$ cat src/rtl/cpm_pkg.sv
package cpm_pkg;

    localparam int unsigned MODE_W = 4;

    typedef enum logic [MODE_W-1:0] {
        PM_OFF  = 4'h0,
        PM_EOFF = 4'h1,
        PM_DREC = 4'h2,
        PM_ON   = 4'h8
    } pmode_e;

    typedef enum logic [1:0] {
        HS_BOOT,
        HS_IDLE,
        HS_GRANT,
        HS_REFUSE
    } hs_state_e;

    function automatic logic is_mode_code(input logic [MODE_W-1:0] code);
        return (code == PM_OFF) || (code == PM_EOFF) ||
               (code == PM_DREC) || (code == PM_ON);
    endfunction

endpackage

$ cat src/rtl/cpm_mode_check.sv
module cpm_mode_check
    import cpm_pkg::*;
(
    input  logic [MODE_W-1:0] cur,
    input  logic [MODE_W-1:0] tgt,
    output logic              legal
);

    always_comb begin
        legal = 1'b0;
        unique case (tgt)
            PM_ON, PM_OFF, PM_DREC: legal = 1'b1;
            PM_EOFF:                legal = (cur != PM_DREC);
            default:                legal = 1'b0;
        endcase
    end

endmodule

$ cat src/rtl/cpm_hs_fsm.sv
module cpm_hs_fsm
    import cpm_pkg::*;
(
    input  logic clk,
    input  logic rst_n,
    input  logic req,
    input  logic legal,
    output logic take,
    output logic done,
    output logic boot,
    output logic accept,
    output logic deny
);

    hs_state_e st, st_nx;

    always_ff @(posedge clk or negedge rst_n) begin
        if (!rst_n) st <= HS_BOOT;
        else        st <= st_nx;
    end

    always_comb begin
        st_nx = st;
        take  = 1'b0;
        done  = 1'b0;
        unique case (st)
            HS_BOOT: st_nx = HS_IDLE;
            HS_IDLE: begin
                if (req) begin
                    if (legal) begin
                        st_nx = HS_GRANT;
                        take  = 1'b1;
                    end else begin
                        st_nx = HS_REFUSE;
                    end
                end
            end
            HS_GRANT: begin
                if (!req) begin
                    st_nx = HS_IDLE;
                    done  = 1'b1;
                end
            end
            HS_REFUSE: if (!req) st_nx = HS_IDLE;
            default:   st_nx = HS_IDLE;
        endcase
    end

    always_comb begin
        boot   = (st == HS_BOOT);
        accept = (st == HS_GRANT);
        deny   = (st == HS_REFUSE);
    end

    p_one_answer_r2: assert property (@(posedge clk) disable iff (!rst_n)
        !(accept && deny));
    p_accept_after_req_r2: assert property (@(posedge clk) disable iff (!rst_n)
        $rose(accept) |-> $past(req));
    p_accept_held_r2: assert property (@(posedge clk) disable iff (!rst_n)
        (accept && req) |=> accept);
    p_deny_only_illegal_r3: assert property (@(posedge clk) disable iff (!rst_n)
        (req && !legal && !boot && !accept && !deny) |=> deny);

endmodule

$ cat src/rtl/cpm_mode_ctrl.sv
module cpm_mode_ctrl
    import cpm_pkg::*;
#(
    parameter int unsigned INV_LEN = 2
) (
    input  logic              clk,
    input  logic              rst_n,
    input  logic              boot,
    input  logic              take,
    input  logic              done,
    input  logic [MODE_W-1:0] tgt,
    output logic [MODE_W-1:0] mode,
    output logic              warm_rst,
    output logic              pwr_on,
    output logic              dbg_en,
    output logic              func_en,
    output logic              l1_inv,
    output logic              keep_l1,
    output logic              keep_ras
);

    localparam int unsigned CW = $clog2(INV_LEN + 1);

    pmode_e        mode_q;
    logic [CW-1:0] inv_cnt;

    always_ff @(posedge clk or negedge rst_n) begin
        if (!rst_n) begin
            mode_q   <= PM_OFF;
            inv_cnt  <= '0;
            keep_l1  <= 1'b0;
            keep_ras <= 1'b0;
        end else begin
            if (inv_cnt != '0) inv_cnt <= inv_cnt - 1'b1;
            if (boot) begin
                mode_q <= is_mode_code(tgt) ? pmode_e'(tgt) : PM_OFF;
                if (tgt == PM_DREC) keep_l1 <= 1'b1;
                else                inv_cnt <= CW'(INV_LEN);
            end else if (take) begin
                mode_q <= pmode_e'(tgt);
                if (tgt == PM_DREC) begin
                    keep_l1  <= 1'b1;
                    keep_ras <= 1'b1;
                end
            end else if (done && mode_q == PM_ON) begin
                keep_l1  <= 1'b0;
                keep_ras <= 1'b0;
            end
        end
    end

    always_comb begin
        mode     = mode_q;
        warm_rst = 1'b1;
        pwr_on   = 1'b0;
        dbg_en   = 1'b0;
        func_en  = 1'b0;
        unique case (mode_q)
            PM_ON: begin
                warm_rst = 1'b0;
                pwr_on   = 1'b1;
                dbg_en   = 1'b1;
                func_en  = 1'b1;
            end
            PM_EOFF, PM_DREC: begin
                pwr_on = 1'b1;
                dbg_en = 1'b1;
            end
            default: ;
        endcase
        l1_inv = (inv_cnt != '0);
    end

    p_mode_only_on_take_r6: assert property (@(posedge clk) disable iff (!rst_n)
        (!take && !boot) |=> $stable(mode_q));
    p_ras_implies_l1_r11: assert property (@(posedge clk) disable iff (!rst_n)
        keep_ras |-> keep_l1);
    p_no_inv_in_drec_r10: assert property (@(posedge clk) disable iff (!rst_n)
        (boot && tgt == PM_DREC) |=> !l1_inv);

endmodule

$ cat src/rtl/core_pwr_seq.sv
module core_pwr_seq
    import cpm_pkg::*;
#(
    parameter int unsigned INV_LEN = 2
) (
    input  logic        clk,
    input  logic        por_n,
    input  logic        chan_req,
    input  logic [3:0]  chan_state,
    output logic        chan_accept,
    output logic        chan_deny,
    output logic [3:0]  cur_mode,
    output logic        core_warm_rst,
    output logic        core_pwr_on,
    output logic        dbg_port_en,
    output logic        func_port_en,
    output logic        l1_inv,
    output logic        keep_l1,
    output logic        keep_ras
);

    logic legal, take, done, boot;

    cpm_mode_check u_check (
        .cur   (cur_mode),
        .tgt   (chan_state),
        .legal (legal)
    );

    cpm_hs_fsm u_fsm (
        .clk    (clk),
        .rst_n  (por_n),
        .req    (chan_req),
        .legal  (legal),
        .take   (take),
        .done   (done),
        .boot   (boot),
        .accept (chan_accept),
        .deny   (chan_deny)
    );

    cpm_mode_ctrl #(.INV_LEN(INV_LEN)) u_ctrl (
        .clk      (clk),
        .rst_n    (por_n),
        .boot     (boot),
        .take     (take),
        .done     (done),
        .tgt      (chan_state),
        .mode     (cur_mode),
        .warm_rst (core_warm_rst),
        .pwr_on   (core_pwr_on),
        .dbg_en   (dbg_port_en),
        .func_en  (func_port_en),
        .l1_inv   (l1_inv),
        .keep_l1  (keep_l1),
        .keep_ras (keep_ras)
    );

    p_func_not_in_reset_r7: assert property (@(posedge clk) disable iff (!por_n)
        func_port_en |-> !core_warm_rst);
    p_dbg_needs_power_r8: assert property (@(posedge clk) disable iff (!por_n)
        dbg_port_en |-> core_pwr_on);

endmodule

$ cat config.mk
export PLATFORM = sky130hd
export DESIGN_NAME = core_pwr_seq
export DESIGN_NICKNAME = d
export VERILOG_FILES = /design/src/rtl/cpm_pkg.sv /design/src/rtl/cpm_mode_check.sv /design/src/rtl/cpm_hs_fsm.sv /design/src/rtl/cpm_mode_ctrl.sv /design/src/rtl/core_pwr_seq.sv
export SDC_FILE = /design/constraint.sdc
export NUM_CORES = 1
export LEC_CHECK = 0
export ABC_CLOCK_PERIOD_IN_PS = 3910
export CORE_AREA = 2 2 39 41
export CTS_CLUSTER_DIAMETER = 200
export DETAILED_ROUTE_END_ITERATION = 6
export DIE_AREA = 0 0 41 43
export MAX_ROUTING_LAYER = met4
export PLACE_DENSITY = 0.72
export RECOVER_POWER = 100
export SLEW_MARGIN = 20
export SYNTH_ARGS = -nofsm -noshare
export SYNTH_HDL_FRONTEND = slang
export SYNTH_SLANG_ARGS = --single-unit
$ cat constraint.sdc
create_clock -name clk -period 3.91 [get_ports clk]
set_clock_uncertainty 0.15 [all_clocks]
set_input_delay 0.782 -clock clk [delete_from_list [all_inputs] [get_ports clk]]
set_output_delay 0.782 -clock clk [all_outputs]
set_load 0.02 [all_outputs]
==> results.json, run 1 <==
{
  "status": "finished, final reports clean",
  "finalMaxSlewViolations": 0,
  "worst_slew_pin_slew_ns": 0.656,
  "grt_pass1_vias": 422,
  "synth_area_leaders": "dfrtp_1 49%, a31oi_4 4.1%, nor3_1 2.9%",
  "powerDensity_nw_per_um2": 505,
  "rsz0062_at_grt": "no",
  "worst_path_max_delay_cell": "dlygate4sd3_1",
  "synth_flop_cell": "dfrtp_1",
  "crit_chain": "or4_1 -> inv_1 -> dlygate4sd3_1",
  "worst_setup_path_start_kind": "register",
  "grt_overflow_total": 0,
  "fin_hold_ws_ns": 0.317,
  "synth_common_cells": "10 x dfrtp_1, 3 x nand2_1, 3 x nor3_1, 3 x o21ai_0",
  "yosysMostFrequentCell": "dfrtp_1",
  "ios": 20,
  "holdBufCountCts": 0,
  "wire_per_inst_um": 12.7,
  "hold_class": "reg -> reg",
  "setup_viol": 0,
  "num_vias": 472,
  "fillers": 131,
  "diodes": 0,
  "cts.repair.resized": 0,
  "synth.top_cell.area_share": 0.487,
  "synth_cell_types": 29,
  "cts_root_buf": "clkbuf_4",
  "grt.total_usage": 0.152,
  "fin_crit_sh": 0.746,
  "via_per_inst": 5.62,
  "cts_setup_buffers": 0,
  "drt-total-wl_um": 1070,
  "cts_tree": "done",
  "die_area_um2": 1760,
  "max-vdd-ir-drop_uv": 287,
  "synth.net_count": 53,
  "cp-end-kind": "output pin",
  "syn_inst": 46,
  "die_h_um": 43,
  "grt_max_degree": 11,
  "antenna_found_initial": 0,
  "synth_top_cell_by_area": "dfrtp_1",
  "core_area_um2": 1380,
  "dpl_cell_area_um2": 717,
  "worstSetupPathType": "reg -> out",
  "fin_crit_ns": 2.92,
  "routabilityCongestion": 0.774,
  "synthArstFlopShare": 1.00,
  "cpLargestDelayFamily": "buffers and inverters",
  "setup_tns_ns": 0,
  "critPathMaxFanout": 6,
  "drv_cap": 0,
  "instances_no_fill": 84,
  "leakagePower_nw": 0.341,
  "clk_pin_slew_worst_paths_ns": 0.06,
  "port_buffers": 19,
  "cts_made_buffers": 3,
  "dr.pass1.iters": 4,
  "initial_core_util": 0.372,
  "required_ns": 2.98,
  "power_mw": 0.373,
  "nNetsFinal": 76,
  "die_w_um": 41,
  "syn2layout_area_growth_pct": 43.6,
  "hold_viol": 0,
  "rows": 14,
  "worstPathArrival_ns": 1.99,
  "place_hpwl_um": 770,
  "cts-root-to-sink-buffers": 2,
  "grt_first_pass_wirelength_um": 1750,
  "ys_ff_latch": 10,
  "layout-drive-gt1-share": 0.132,
  "design_area_um2": 738,
  "clk_latency_ns": 0.27,
  "clock.fmax_mhz": 343,
  "synth-edff-count": 0,
  "seq_area_frac_synth": 0.487,
  "drc": 0,
  "htreeDepth": 1,
  "crit_buf_inv": 2,
  "synth.avg_cell_area_um2": 11.2,
  "slew_headroom": 0.556,
  "synth_warnings": 0,
  "cpPeakStageDelay_ns": 0.67,
  "drtIter0Drc": 7,
  "syn_area_um2": 514,
  "detail-route-antenna-nets": 0,
  "cts.sinks": 10,
  "place_inst": 80
}
==> state kept, by name, indices dropped and copies added (netlist names) <==
signal,cells
u_ctrl.inv_cnt,2
u_ctrl.keep_l1,1
u_ctrl.keep_ras,1
u_ctrl.mode,4
u_fsm.st,2
==> where the power goes <==
group	internal (mW)	switching [mW]	total, mW	leakage (nW)
clock	0.0566	0.0378	0.0944	0.0210
sequential	0.118	0.0157	0.134	0.126
combinational	0.0689	0.0759	0.145	0.194
==> per-stage QoR <==
step / utilization / worst slack (ns)
floorplan: - / 1.62
global placement: 0.518 / 1.34
detailed placement: 0.518 / 1.34
CTS: 0.544 / 1.04
global route: 0.533 / 0.907
finish: 0.533 / 0.992
==> logic make-up after synthesis <==
| group | Yosys count | synth area share |
|---|---|---|
| buffers and inverters | 3 | 0.0292 |
| AOI/OAI and AO/OA | 12 | 0.195 |
| xor gates and xnor gates | 1 | 0.0170 |
| and+or+nand+nor | 18 | 0.224 |
| muxes | 2 | 0.0487 |
| DFF | 10 | 0.487 |
==> final cells by class <==
class	instances	area [µm²]	area share
Inverter	2	7.51	0.0102
Clock buffer	4	36.3	0.0492
Timing Repair Buffer	19	190	0.258
Sequential cell	10	250	0.339
Tap cell	16	20.0	0.0271
Multi-Input combinational cell	33	234	0.317
==> final timing paths <==
check / startpoint / to / slack [ns] / cells past startpoint
min in group asynchronous: por_n / u_ctrl.mode[3] / 0.74 / 1
worst max register to register: u_ctrl.mode[0] / u_ctrl.mode[1] / 1.99 / 4
worst min register to register: u_ctrl.inv_cnt[0] / u_ctrl.inv_cnt[0] / 0.32 / 1
max in group asynchronous: por_n / u_ctrl.mode[2] / 2.55 / 1
worst max-delay path: u_ctrl.mode[1] / func_port_en / 0.99 / 3
worst min-delay path: u_ctrl.inv_cnt[0] / u_ctrl.inv_cnt[0] / 0.32 / 1
==> cell usage in the layout, fill, tap and decap left out, drive strengths merged, types with 2 or more instances in the layout <==
cell type / netlist / layout
nand2: 3 / 3
dfrtp: 10 / 10
dlygate4sd3: 0 / 16
o21ai: 3 / 3
clkdlybuf4s50: 0 / 3
inv: 2 / 2
clkbuf: 0 / 4
nor3: 3 / 3
nor2b: 2 / 2
==> worst register-to-register path, stage by stage (launching register included) <==
cell     delay, ns
dfrtp_1       0.43
or4b_1        0.56
nand3_2       0.10
a31oi_1       0.20
mux2_4        0.35
==> layer usage <==
metal / vias to the layer above / part of all wire / track usage
met5: - / 0 / -
met4: 0 / 0.034 / 0.0800
met3: 7 / 0.079 / 0.0314
met2: 28 / 0.46 / 0.228
met1: 220 / 0.43 / 0.183
li1: 217 / - / -
(Power assumes the default switching activity.)
==> run 2: changes to the inputs <==
- ABC_CLOCK_PERIOD_IN_PS: 3910 -> 2800
- clock period: 3.91 -> 2.8 ns (I/O delays scaled with it)
==> run 2 against run 1 <==
Combinational power rose by 41%. Core utilization rose by 0.27 points. Sequential share of layout area fell by 0.17 points. Critical endpoint unchanged.
==> results.json, run 2 (same netlist as run 1, synthesis figures left out) <==
{
  "nNetsFinal": 77,
  "rsz0062_at_grt": "no",
  "grt.total_usage": 0.146,
  "holdBufCountCts": 0,
  "drtIter0Drc": 4,
  "die_h_um": 43,
  "hold_viol": 0,
  "core_area_um2": 1380,
  "fin_crit_sh": 0.943,
  "worstSetupPathType": "reg -> out",
  "detail-route-antenna-nets": 0,
  "ios": 20,
  "powerDensity_nw_per_um2": 698,
  "final_common_cell": "dlygate4sd3_1",
  "cp-end-kind": "output pin",
  "routabilityCongestion": 0.722,
  "hold_path_startpoint": "u_ctrl.inv_cnt[0]",
  "num_vias": 437,
  "htreeDepth": 1,
  "finalMaxSlewViolations": 0,
  "switching_share": 0.341,
  "die_area_um2": 1760,
  "max-vdd-ir-drop_uv": 320,
  "worst_setup_path_start_kind": "register",
  "hold_class": "reg -> reg",
  "worstPathArrival_ns": 1.93,
  "r2r_cells": 4,
  "clock.fmax_mhz": 379,
  "pwr-share-seq": 0.359,
  "cts_tree": "done",
  "comb_power_share": 0.396,
  "fin_hold_ws_ns": 0.306,
  "antenna_found_initial": 0,
  "worst_slew_pin_slew_ns": 0.554,
  "crit_buf_inv": 2,
  "layout_common_cells": "15 x dlygate4sd3_1, 10 x dfrtp_1, 4 x clkdlybuf4s50_1",
  "grt_pass1_vias": 400,
  "largest_reg_flops": 4,
  "die_w_um": 41,
  "status": "finished, final reports clean",
  "grt_overflow_total": 0,
  "p_clk_frac": 0.246,
  "drc": 0,
  "grt_max_degree": 11,
  "leakagePower_nw": 0.339,
  "r2r-start": "u_ctrl.mode[0]",
  "cts_setup_buffers": 0,
  "port_buffers": 19,
  "post-route-util": 0.536,
  "drt-total-wl_um": 991,
  "setup_viol": 0,
  "drv_cap": 0,
  "dpl_cell_area_um2": 724,
  "cpPeakStageDelay_ns": 0.60,
  "p_switching_mw": 0.177,
  "wire_per_inst_um": 11.7,
  "design_area_um2": 742,
  "hold_path_depth": 1,
  "clk_latency_ns": 0.26,
  "dr.pass1.iters": 2,
  "cts.repair.resized": 0,
  "via_per_inst": 5.14,
  "syn2layout_area_growth_pct": 44.3,
  "rows": 14,
  "critPathMaxFanout": 6,
  "cts-root-to-sink-buffers": 2,
  "crit_chain": "or4_1 -> inv_1 -> clkdlybuf4s50_1",
  "power_mw": 0.518,
  "worst_path_max_delay_cell": "clkdlybuf4s50_1",
  "power.internal_mw": 0.341,
  "setup_tns_ns": 0,
  "cts_root_buf": "clkbuf_4",
  "grt_first_pass_wirelength_um": 1610,
  "slew_headroom": 0.629,
  "layout-drive-gt1-share": 0.130,
  "cts_made_buffers": 3,
  "diodes": 0,
  "startpoint": "u_ctrl.mode[1]",
  "initial_core_util": 0.372,
  "required_ns": 2.09,
  "cts.sinks": 10,
  "cpLargestDelayFamily": "buffers and inverters",
  "fin_crit_ns": 2.64,
  "worst-path-stages": 3,
  "clk_pin_slew_worst_paths_ns": 0.07
}
run 2: worst reg2reg max path: cells and delay by family (launching register included):
kind	cells	cell delay, ns
mux	1	0.35
compound gates	1	0.21
simple gates	2	0.67
flops	1	0.43
run 2: metal layers:
| metal | vias up | wire [µm] | global-route usage |
|---|---|---|---|
| met1 | 207 | 452 | 0.173 |
| met4 | 0 | 6 | 0.0600 |
| met3 | 2 | 45 | 0.0785 |
| met2 | 11 | 486 | 0.200 |
| li1 | 217 | - | - |
| met5 | - | 0 | - |
run 2: power by group through the flow:
stage	logic [mW]	clock network [mW]	registers [mW]
final	0.205	0.127	0.186
after floorplan	0.104	0	0.208
after detailed placement	0.226	0	0.190
after global routing	0.223	0.141	0.189
after CTS	0.227	0.132	0.188
after global placement	0.224	0	0.190
run 2: area by class of cell:
type,instances,area (µm²)
fill,135,642
inverter,2,7.51
multi-input combinational,33,234
tap,16,20.0
sequential,10,250
timing repair buffer,20,194
clock buffer,4,36.3
run 2: final timing paths:
kind | endpoint | slack [ns]
hold / removal | u_ctrl.inv_cnt[0] | 0.31
max in group asynchronous | u_fsm.st[0] | 1.66
hold reg to reg | u_ctrl.inv_cnt[0] | 0.31
min in group asynchronous | u_ctrl.mode[3] | 0.53
setup reg to reg | u_ctrl.mode[1] | 0.89
setup / recovery | func_port_en | 0.16
run 2: metrics by stage:
step                instances  setup WS (ns)
detailed placement         81          0.429
CTS                        85          0.133
global placement           81          0.463
global route               85         0.0631
floorplan                  46          0.734
finish                     85          0.160
==> run 3: changes to the inputs <==
- CORE_AREA: 2 2 39 41 -> unset
- CORE_MARGIN: unset -> 2
- CORE_UTILIZATION: unset -> 39
- CTS_CLUSTER_SIZE: unset -> 8
- DIE_AREA: 0 0 41 43 -> unset
- PLACE_DENSITY: 0.72 -> 0.73
- TNS_END_PERCENT: unset -> 30
==> run 3 against run 2 <==
Setup slack improved by 0.020 ns. Die area decreased by 7.8%. Critical endpoint unchanged. Total power increased by 0.69%. Non-clock buffer count unchanged. Register-to-register slack about the same. Sequential share of layout area increased by 0.057 points. Core utilization increased by 4.8 points. Combinational power about the same. Highest routed layer unchanged. Global-route usage increased by 0.41 points. Critical path depth unchanged.
==> results.json, run 3 (same netlist as run 1, synthesis figures left out) <==
{
  "clk_latency_ns": 0.26,
  "dr.pass1.iters": 4,
  "critPathMaxFanout": 6,
  "nNetsFinal": 77,
  "clk_pin_slew_worst_paths_ns": 0.07,
  "grt_max_degree": 11,
  "drc": 0,
  "cts_tree": "done",
  "place_inst": 80,
  "layout_common_cells": "15 x dlygate4sd3_1, 10 x dfrtp_1, 4 x clkdlybuf4s50_1",
  "finalMaxSlewViolations": 0,
  "required_ns": 2.09,
  "max-vdd-ir-drop_uv": 269,
  "rrSetupSlack_ns": 0.89,
  "via_per_inst": 5.50,
  "htreeDepth": 1,
  "die_area_um2": 1620,
  "cts.sinks": 10,
  "worst_slew_pin_slew_ns": 0.538,
  "port_buffers": 19,
  "syn2layout_area_growth_pct": 44.0,
  "switching_share": 0.346,
  "ios": 20,
  "fin_crit_sh": 0.936,
  "place_hpwl_um": 800,
  "diodes": 0,
  "detail-route-antenna-nets": 0,
  "initial_core_util": 0.405,
  "crit_buf_inv": 2,
  "die_w_um": 40.3,
  "instances_no_fill": 84,
  "drt-total-wl_um": 1060,
  "core_area_um2": 1270,
  "num_vias": 462,
  "comb_power_share": 0.395,
  "p_switching_mw": 0.180,
  "clock.fmax_mhz": 382,
  "cpPeakStageDelay_ns": 0.60,
  "drv_cap": 0,
  "cts_made_buffers": 3,
  "routabilityCongestion": 0.753,
  "cts_root_buf": "clkbuf_4",
  "cts.repair.resized": 0,
  "hold_class": "reg -> reg",
  "grt_pass1_vias": 374,
  "layout-drive-gt1-share": 0.130,
  "power.internal_mw": 0.341,
  "antenna_found_initial": 0,
  "rsz0062_at_grt": "no",
  "p_clk_frac": 0.248,
  "largest_reg_flops": 4,
  "seq_area_um2": 250,
  "hold_viol": 0,
  "fillers": 123,
  "worst_setup_path_start_kind": "register",
  "die_h_um": 40.3,
  "grt.total_usage": 0.150,
  "final_common_cell": "dlygate4sd3_1",
  "rows": 13,
  "cts-root-to-sink-buffers": 2,
  "powerDensity_nw_per_um2": 704,
  "pwr-share-seq": 0.357,
  "worstPathArrival_ns": 1.91,
  "fin_crit_ns": 2.62,
  "wire_per_inst_um": 12.6,
  "worst_path_max_delay_cell": "clkdlybuf4s50_1",
  "grt_first_pass_wirelength_um": 1550,
  "cts_setup_buffers": 0,
  "multiInputGateArea_um2": 234,
  "cp-end-kind": "output pin",
  "holdBufCountCts": 0,
  "setup_tns_ns": 0,
  "drtIter0Drc": 6,
  "crit_chain": "or4_1 -> inv_1 -> clkdlybuf4s50_1",
  "setup_viol": 0,
  "worstSetupPathType": "reg -> out",
  "grt_overflow_total": 0,
  "status": "finished, final reports clean",
  "cpLargestDelayFamily": "buffers and inverters",
  "leakagePower_nw": 0.339,
  "slew_headroom": 0.640
}
[run 3: cell counts in the layout (fill, tap and decap cells not counted)]
No cell type changed its count.
[run 3: final cells by class]
cell class	count	share of cell area
clock buffer	4	0.0490
multi-input combinational	33	0.316
inverter	2	0.0101
tap	15	0.0253
timing repair buffer	20	0.262
sequential	10	0.338
[run 3: layer usage]
layer  GRT usage  wire length, µm  part of all wire
met2       0.250              519              0.49
met4      0.0500                9            0.0085
met1       0.177              437              0.41
met3      0.0333               89             0.084
met5           -                0                 0
[run 3: metrics by stage]
step                 util  instance area (µm²)  setup WS [ns]  power, mW  hold WS [ns]
global placement    0.570                  723          0.472      0.414         0.288
floorplan               -                  514          0.734      0.312         0.114
CTS                 0.599                  759          0.159      0.548         0.309
global route        0.584                  741          0.104      0.552         0.331
detailed placement  0.570                  723          0.450      0.418         0.300
finish              0.584                  741          0.180      0.522         0.308
[run 3: power groups by stage]
| stage | combinational (mW) | sequential [mW] | clock, mW |
|---|---|---|---|
| 2_1_floorplan | 0.104 | 0.208 | 0 |
| 3_3_place_gp | 0.224 | 0.190 | 0 |
| 3_5_place_dp | 0.228 | 0.190 | 0 |
| 4_1_cts | 0.228 | 0.188 | 0.131 |
| 5_1_grt | 0.223 | 0.189 | 0.140 |
| 6_report | 0.206 | 0.186 | 0.129 |
[run 3: worst paths after layout]
check,start,cells past startpoint,to
worst max-delay path,u_ctrl.mode[0],3,func_port_en
worst min-delay path,u_ctrl.inv_cnt[0],1,u_ctrl.inv_cnt[0]
worst min register to register,u_ctrl.inv_cnt[0],1,u_ctrl.inv_cnt[0]
worst max register to register,u_ctrl.mode[0],4,u_ctrl.mode[1]
min in group asynchronous,por_n,1,u_ctrl.mode[3]
max in group asynchronous,por_n,1,u_ctrl.inv_cnt[0]
